===== src/rtl/burst_read_seq.sv =====
`timescale 1ns/1ps
module burst_read_seq #(
  parameter int AW = 8,
  parameter int DW = 16,
  parameter int GRP = 8,
  parameter int MAXLIN = 32
) (
  input  logic          clk,
  input  logic          rst_n,
  input  logic          adv_n,
  input  logic [AW-1:0] addr,
  input  logic          cfg_we,
  input  logic [3:0]    cfg_wait,
  input  logic [1:0]    cfg_mode,
  output logic          rdy,
  output logic [DW-1:0] dout
);
  localparam int GB = $clog2(GRP);
  localparam int LW = $clog2(MAXLIN) + 1;

  typedef enum logic [1:0] {IDLE, LAT, DATA, STALL} ph_t;

  ph_t           phase;
  logic [3:0]    wait_cfg, cnt, stall_n;
  logic [1:0]    mode_cfg, bmode;
  logic [AW-1:0] ptr, lmask, nxt_lin, nxt_seq;
  logic [LW-1:0] left;
  logic [4:0]    sum;
  logic [3:0]    stall_calc;

  function automatic logic [DW-1:0] rom(input logic [AW-1:0] a);
    return DW'({a ^ AW'(8'hA5), a});
  endfunction

  function automatic logic [LW-1:0] len_of(input logic [1:0] m);
    return (m == 2'd3) ? LW'(32) : (m == 2'd2) ? LW'(16) : LW'(8);
  endfunction

  assign lmask      = AW'(len_of(bmode) - 1'b1);
  assign nxt_seq    = ptr + 1'b1;
  assign nxt_lin    = (ptr & ~lmask) | (nxt_seq & lmask);
  assign sum        = 5'(addr[GB-1:0]) + 5'(wait_cfg);
  assign stall_calc = (sum > 5'd9) ? 4'(sum - 5'd9) : 4'd0;

  always_ff @(posedge clk or negedge rst_n) begin
    if (!rst_n) begin
      wait_cfg <= 4'd9;
      mode_cfg <= 2'd0;
      phase    <= IDLE;
      cnt      <= '0;
      stall_n  <= '0;
      bmode    <= '0;
      ptr      <= '0;
      left     <= '0;
      rdy      <= 1'b0;
      dout     <= '0;
    end else begin
      if (cfg_we && cfg_wait >= 4'd2 && cfg_wait <= 4'd9) begin
        wait_cfg <= cfg_wait;
        mode_cfg <= cfg_mode;
      end
      if (!adv_n) begin
        ptr     <= addr;
        bmode   <= mode_cfg;
        cnt     <= wait_cfg;
        stall_n <= stall_calc;
        left    <= len_of(mode_cfg);
        phase   <= LAT;
        rdy     <= 1'b0;
      end else begin
        case (phase)
          LAT:
            if (cnt == 4'd1) begin
              phase <= DATA;
              rdy   <= 1'b1;
              dout  <= rom(ptr);
            end else cnt <= cnt - 1'b1;
          DATA:
            if (bmode != 2'd0) begin
              if (left == LW'(1)) begin
                phase <= IDLE;
                rdy   <= 1'b0;
              end else begin
                left <= left - 1'b1;
                ptr  <= nxt_lin;
                dout <= rom(nxt_lin);
              end
            end else if (&ptr[GB-1:0] && stall_n != 4'd0) begin
              phase   <= STALL;
              cnt     <= stall_n;
              stall_n <= 4'd0;
              rdy     <= 1'b0;
            end else begin
              ptr  <= nxt_seq;
              dout <= rom(nxt_seq);
            end
          STALL:
            if (cnt == 4'd1) begin
              phase <= DATA;
              rdy   <= 1'b1;
              ptr   <= nxt_seq;
              dout  <= rom(nxt_seq);
            end else cnt <= cnt - 1'b1;
          default: ;
        endcase
      end
    end
  end


  strobe_drops_rdy_chk: assert property (@(posedge clk) disable iff (!rst_n)
    !adv_n |=> !rdy);


  rdy_rise_src_chk: assert property (@(posedge clk) disable iff (!rst_n)
    $rose(rdy) |-> ($past(phase) == LAT || $past(phase) == STALL));


  wait_range_chk: assert property (@(posedge clk) disable iff (!rst_n)
    wait_cfg >= 4'd2 && wait_cfg <= 4'd9);


  stall_hold_chk: assert property (@(posedge clk) disable iff (!rst_n)
    (phase == STALL) |-> ($stable(dout) && !rdy));


  lin_group_chk: assert property (@(posedge clk) disable iff (!rst_n)
    (rdy && $past(rdy) && bmode != 2'd0) |-> ((ptr & ~lmask) == ($past(ptr) & ~lmask)));
endmodule


===== config.mk =====
export PLATFORM = sky130hd
export DESIGN_NAME = burst_read_seq
export DESIGN_NICKNAME = d
export VERILOG_FILES = /design/src/rtl/burst_read_seq.sv
export SDC_FILE = /design/constraint.sdc
export NUM_CORES = 1
export LEC_CHECK = 0
export ABC_AREA = 0
export ABC_CLOCK_PERIOD_IN_PS = 2650
export BUFFER_PORTS_ARGS = -buffer_cell sky130_fd_sc_hd__buf_2
export CORE_MARGIN = 3
export CORE_UTILIZATION = 40
export DETAILED_ROUTE_END_ITERATION = 8
export SLEW_MARGIN = 40
export SYNTH_ARGS = -nofsm -noshare
export SYNTH_HDL_FRONTEND = slang
export SYNTH_SLANG_ARGS = --single-unit

===== constraint.sdc =====
create_clock -name clk -period 2.65 [get_ports clk]
set_clock_uncertainty 0.1 [all_clocks]
set_input_delay 0.265 -clock clk [delete_from_list [all_inputs] [get_ports clk]]
set_output_delay 0.265 -clock clk [all_outputs]
set_load 0.05 [all_outputs]

Yosys cells after proc, flatten, opt, wreduce, memory -nomap -nowiden
Cells that the tools add are included.

Bits in registers: 49. Bits in latches: 0. Bits in writable memories: 0. Memory bits (read-only): 0. Bits of input ports: 18. Word-level logic and storage cells: 111. Memories: 0.

$add $sub $neg: 6. Multipliers: 0. Divide/modulo/power cells: 0. Magnitude comparators: 3. Eq/ne operators: 29. Shift-type cells: 0. Muxes and demuxes: 42. Bitwise logic cells: 7. Reduce and logical (&&, ||, !) cells: 14.

Operators with widths (number): 16-bit 2-to-1 mux (5); 16-bit case mux with 3 select lines (1); 8-bit 2-to-1 mux (5); 4-bit 2-to-1 mux (9); 6-bit 2-to-1 mux (6); 3-bit inequality test, second input constant (6); 8-bit AND (2); 4-bit inequality test, second input constant (4); 8-bit case mux with 2 select lines (1); 2-bit == test, second input constant (6); 4-bit NOT (3); 4-bit AND reduction (3); 2-bit 2-to-1 mux (5); 5-bit 2-to-1 mux (2); 3-bit AND reduction (3); 8-bit by 1-bit adder with 8-bit output, second input constant (1); 2-bit inequality test, second input constant (4); 8-bit NOT (1); 8-bit OR (1); 4-bit case mux with 2 select lines (1); 6-bit by 1-bit subtractor with 7-bit output, second input constant (1); 6-bit by 1-bit == test with 1-bit output, second input constant (1); 2-bit by 1-bit inequality test with 1-bit output, second input constant (3); 3-bit by 2-bit inequality test with 1-bit output, second input constant (2); other kinds (19) (25).

Longest topological paths before layout
Depth in word-level cells: 11. Mapped depth: 9. Depth with buffers taken out: 8.

Least setup slack after synthesis
OpenSTA, ideal clock, no wires.

Kind: reg-to-reg. Start: register left[1]. End: register dout[7]. Arrival: 2.086 ns. Slack: 0.340 ns. Cell stages (with the launch flop): 8. Period minus slack after synthesis: 2.310 ns. Cells stage by stage: dfrtp_1 inv_1 ha_1 or3b_1 or4b_4 a41oi_2 buf_6 mux2_2.

Word-level cells in the longest chain between the ends: 3.

Ends and longest elaborated chain: start: declaration (line 27) `logic [LW-1:0] left;`; start signal: assignment (line 67) `left <= len_of(mode_cfg);`; start signal: assignment (line 84) `left <= left - 1'b1;`; 6-bit by 1-bit == test with 1-bit output (line 80) `if (left == LW'(1)) begin`; 3-bit inequality test (no source line); 6-bit AND reduction (no source line); end signal: assignment (line 76) `dout <= rom(ptr);`; end signal: assignment (line 86) `dout <= rom(nxt_lin);`; end signal: assignment (line 95) `dout <= rom(nxt_seq);`; end: declaration (line 16) `output logic [DW-1:0] dout`.

No other way between the ends. A chain may end at the register's enable or synchronous reset.

Final worst setup path
Same ends and word-level chain as after synthesis.

==> results by group <==
Run status
  • Status: finished, final reports clean

Timing
  • Maximum frequency from static timing analysis: around 400 MHz
  • Post-route clock period utilization: 93.8%
  • Setup repair after global routing missed its margin: no
  • Max-slew headroom: 58.3%
  • Slew of the pin with the lowest slew margin: between 600 and 700 ps
  • Hold violation total from the final report: 0
  • Setup-failing EPs final: 0
  • Setup TNS: 0 ps
  • Slew Limit Fails: 0
  • Final critical delay including setup and external delays: approximately 2500 ps

Yosys
  • Leading cell types by total area after synthesis: sky130_fd_sc_hd__dfrtp_1 (41%), sky130_fd_sc_hd__ha_1 (5.8%), sky130_fd_sc_hd__nand2_1 (4.0%), sky130_fd_sc_hd__xor2_1 (4.0%), sky130_fd_sc_hd__xnor2_1 (3.4%)
  • Post-synthesis adder-cell area fraction: under 10%
  • Share of the synthesized area in compound gates (AO/OA/AOI/OAI): roughly 15%
  • Main combinational cell family by area after synthesis: simple AND/OR/NAND/NOR gates
  • Syn_nets: between 200 and 300
  • Gate Count Post-Synth: roughly 270
  • Share of synthesized cell area in and, or, nand and nor gates: around 16%
  • Fraction of synthesized area in multiplexers: 6.14%
  • Number of library cell types mapped by synthesis: 52
  • Yosys top cell area share: 41.3%
  • Xor and xnor area share after synthesis: under 10%
  • Seq/Total Area, Yosys: 43.3%
  • Post-synthesis area per instance: 9.84 µm²
  • Ys async rst share: between 90% and 100%
  • Warnings from Yosys: 0
  • Cell type with the largest total area after synthesis: sky130_fd_sc_hd__dfrtp_1
  • Most used standard cells in the synthesized netlist: sky130_fd_sc_hd__dfrtp_1 (43), sky130_fd_sc_hd__nand2_1 (28), sky130_fd_sc_hd__nor2_1 (21), sky130_fd_sc_hd__o21ai_0 (14)
  • Most common cell in the netlist: sky130_fd_sc_hd__dfrtp_1
  • Count of flip-flops with a built-in enable after synthesis: 0
  • Post-synthesis cell area: between 2000 and 3000 µm²
  • Most used flip-flop cell after synthesis: sky130_fd_sc_hd__dfrtp_1
  • Register bit total from synthesis: 45

Die
  • Top-level I/O count: 35
  • Row count: 28
  • Die Span Y: approximately 87 µm
  • Starting Density: a little over two fifths
  • X dimension of the die: between 80 and 90 µm
  • Core Area: 6130 µm²
  • Die Footprint: 7520 µm²

Route
  • Vias per Instance: a little over 5
  • Detailed Routing Iterations Pass 1: 4
  • Via count: ~1,900
  • Number of DRC violations after detailed routing: 0
  • Wire length per cell after detailed routing: about 14 µm
  • Post-DRT Antenna Nets: 0
  • Starting DRT DRC Count: 75
  • Wirelength, routed: 5.08 mm

Global routing
  • Largest net degree at the start of global routing: between 40 and 50
  • Overflow left after global routing: 0
  • Number of global-route vias before repair: around 1,900
  • Most heavily used metal layer in global routing: met2
  • Global-route track usage on met2: between 20% and 30%
  • Wire length of the first global-routing pass: approximately 8.8 mm
  • Antenna violations before repair: 0
  • Met1 capacity usage during global routing: between 10% and 20%
  • GR Layer Usage met3: a little over 3%
  • GRT Util Overall: between 10 and 15%

Pwr
  • Clock power share: 17.8%
  • Total net switching power: 1230 µW
  • Power per standard cell area: 956 nW/µm²
  • Sequential fraction of design power: a little under two fifths
  • Cell internal pwr: ~1600 µW
  • Max IR drop VDD: slightly below 0.0007 V
  • Reported leakage power: 0.00136 µW
  • Fraction of power spent switching nets: a little over two fifths
  • Relative contribution of combinational cells to total power: between 40 and 50%

Worst setup path
  • Setup slack on the worst flop-to-flop path: 170 ps
  • Start of the worst register-to-register path: left[1]$_DFFE_PN0P_
  • Critical Path End: dout[7]$_DFFE_PN0P_
  • Startpoint class of the critical path: flop
  • Crit. Startpoint: left[1]$_DFFE_PN0P_
  • Required time of the critical path: approximately 2700 ps
  • Crit path DAT: about 2600 ps
  • Setup CP Type: flop to flop
  • Worst reg2reg endpoint: dout[7]$_DFFE_PN0P_
  • Cell depth of the worst flop-to-flop path: 7
  • Worst-path cell with the longest stage delay: sky130_fd_sc_hd__or4b_4
  • Crit-path max cell delay: ~500 ps
  • Critical path fanouts, max: 20
  • Chain of cells forming the critical path: inv_1 > ha_1 > or3b_1 > or4b_4 > a41oi_2 > buf_6 > mux2_2
  • Crit end category: flop

Clocking
  • CTS Buf Count: 5
  • Worst skew pair latency: 290 ps
  • Max H-tree Level: 2
  • CTS Buffer Depth: 2
  • Clock transition at the registers of the reported paths: about 80 ps
  • TritonCTS clock tree: done
  • Clock Tree Root: sky130_fd_sc_hd__clkbuf_8
  • Clock sink count: 45

Placement
  • RePlAce Congestion: 0.808
  • Placed wire-length estimate after detailed placement: ~3.7 mm
  • Total of buffers placed on input and output ports: 34
  • DP Cell Count: 366

Hold path
  • Tightest Hold Check Type: input pin to flop
  • Hold path start: addr[4]

Final layout
  • Final cell count without fillers: roughly 370
  • Inserted Diodes: 0
  • Final layout net count: 330
  • Layout overhead on the synthesized area: 13.3%
  • Ratio of cells with drive above 1 in the final layout: slightly above 20%
  • Filler cells: 605

Run
  • Max-cap violations: 0
==> power groups by stage <==
stage               logic, µW  clock network (µW)  registers (µW)
floorplan                 747                   0            1340
global placement         1260                   0            1060
detailed placement       1280                   0            1070
CTS                      1290                 520            1060
global route             1410                 541            1080
finish                   1270                 502            1050
==> flip-flops by register name, indices dropped and copies added, names as in the netlist <==
| name | cells |
|---|---|
| dout | 12 |
| ptr | 8 |
| left | 6 |
| cnt | 4 |
| stall_n | 4 |
| wait_cfg | 4 |
| bmode | 2 |
| mode_cfg | 2 |
| phase | 2 |
| rdy | 1 |
==> placed cells by master (no fill, tap or decap), types with 2 or more instances in the layout <==
master | Yosys | routed
sky130_fd_sc_hd__a21o_1 | 2 | 2
sky130_fd_sc_hd__a21oi_1 | 13 | 13
sky130_fd_sc_hd__a22o_1 | 5 | 5
sky130_fd_sc_hd__a31oi_1 | 3 | 3
sky130_fd_sc_hd__and2_1 | 4 | 4
sky130_fd_sc_hd__and3_1 | 2 | 2
sky130_fd_sc_hd__and4_1 | 2 | 2
sky130_fd_sc_hd__buf_2 | 0 | 33
sky130_fd_sc_hd__buf_4 | 4 | 6
sky130_fd_sc_hd__clkbuf_8 | 0 | 5
sky130_fd_sc_hd__dfrtp_1 | 43 | 43
sky130_fd_sc_hd__dfstp_2 | 2 | 2
sky130_fd_sc_hd__ha_1 | 12 | 12
sky130_fd_sc_hd__inv_1 | 13 | 13
sky130_fd_sc_hd__mux2_2 | 7 | 7
sky130_fd_sc_hd__mux2i_1 | 7 | 7
sky130_fd_sc_hd__nand2_1 | 28 | 28
sky130_fd_sc_hd__nand2b_1 | 3 | 3
sky130_fd_sc_hd__nand3_1 | 9 | 9
sky130_fd_sc_hd__nor2_1 | 21 | 21
sky130_fd_sc_hd__nor2b_1 | 4 | 4
sky130_fd_sc_hd__nor3_1 | 3 | 3
sky130_fd_sc_hd__o211ai_1 | 4 | 4
sky130_fd_sc_hd__o21a_1 | 3 | 3
sky130_fd_sc_hd__o21ai_0 | 14 | 14
sky130_fd_sc_hd__o221ai_1 | 2 | 2
sky130_fd_sc_hd__xnor2_1 | 10 | 10
sky130_fd_sc_hd__xor2_1 | 12 | 12
==> critical path: cells and delay by family, from the launching register on <==
| kind | cells | cell delay, ps |
|---|---|---|
| compound gates | 1 | 230 |
| simple gates | 2 | 870 |
| buf+inv | 2 | 280 |
| flops | 1 | 400 |
| fa+ha+maj | 1 | 150 |
| mux | 1 | 340 |
==> layout make-up <==
cell class	count	area, µm²	area share (%)
clock buffers	5	68.8	2.33
clock inverters	2	35.0	1.19
inverters	13	48.8	1.65
multi-input cells	193	1350	45.6
flip-flops and latches	45	1130	38.2
well taps	75	93.8	3.18
repair buffers	41	231	7.84
==> what timing repair did <==
action	4_1_cts	5_1_grt
resized for setup	0	1
endpoints found under the setup margin	0	1
buffers inserted	0	0
hold buffers	1	0
hold endpoints to repair	43	0
==> how the worst min path moves through the flow <==
stage                                      end  slack (ps)  cells after the start
after global routing        ptr[4]$_DFFE_PN0P_          80                      3
after detailed placement  dout[14]$_DFFE_PN0P_         200                      1
after global placement     dout[8]$_DFFE_PN0P_         360                      1
after CTS                   ptr[4]$_DFFE_PN0P_          70                      3
after floorplan           bmode[0]$_DFFE_PN0N_        -130                      0
final                       ptr[4]$_DFFE_PN0P_          70                      3
==> layer usage <==
| layer | vias to the layer above | share of wire [%] |
|---|---|---|
| li1 | 992 | - |
| met1 | 898 | 50 |
| met2 | 39 | 45 |
| met3 | 5 | 4.2 |
| met4 | 0 | 0.85 |
| met5 | - | 0 |
==> through the flow <==
stage | utilization (%) | power [µW] | setup WS [ps] | area (µm²) | hold WS (ps)
3_3_place_gp | 46.2 | 2320 | 187 | 2830 | 358
5_1_grt | 48.2 | 3040 | 5.28 | 2950 | 82.6
4_1_cts | 48.1 | 2860 | 123 | 2950 | 69.7
3_5_place_dp | 46.3 | 2340 | 130 | 2840 | 203
6_report | 48.2 | 2830 | 165 | 2950 | 73.9
2_1_floorplan | - | 2080 | 340 | 2610 | -131
==> cell families (layout without fill, tap and decap cells) <==
group,Yosys count,in the layout
AO/OA/AOI/OAI,58,58
buffers and inverters,27,61
AND/OR/NAND/NOR,85,85
adder cells (fa/ha/maj),13,13
multiplexers,15,15
XOR/XNOR,22,22
flip-flops,45,45
(Power assumes the default switching activity.)
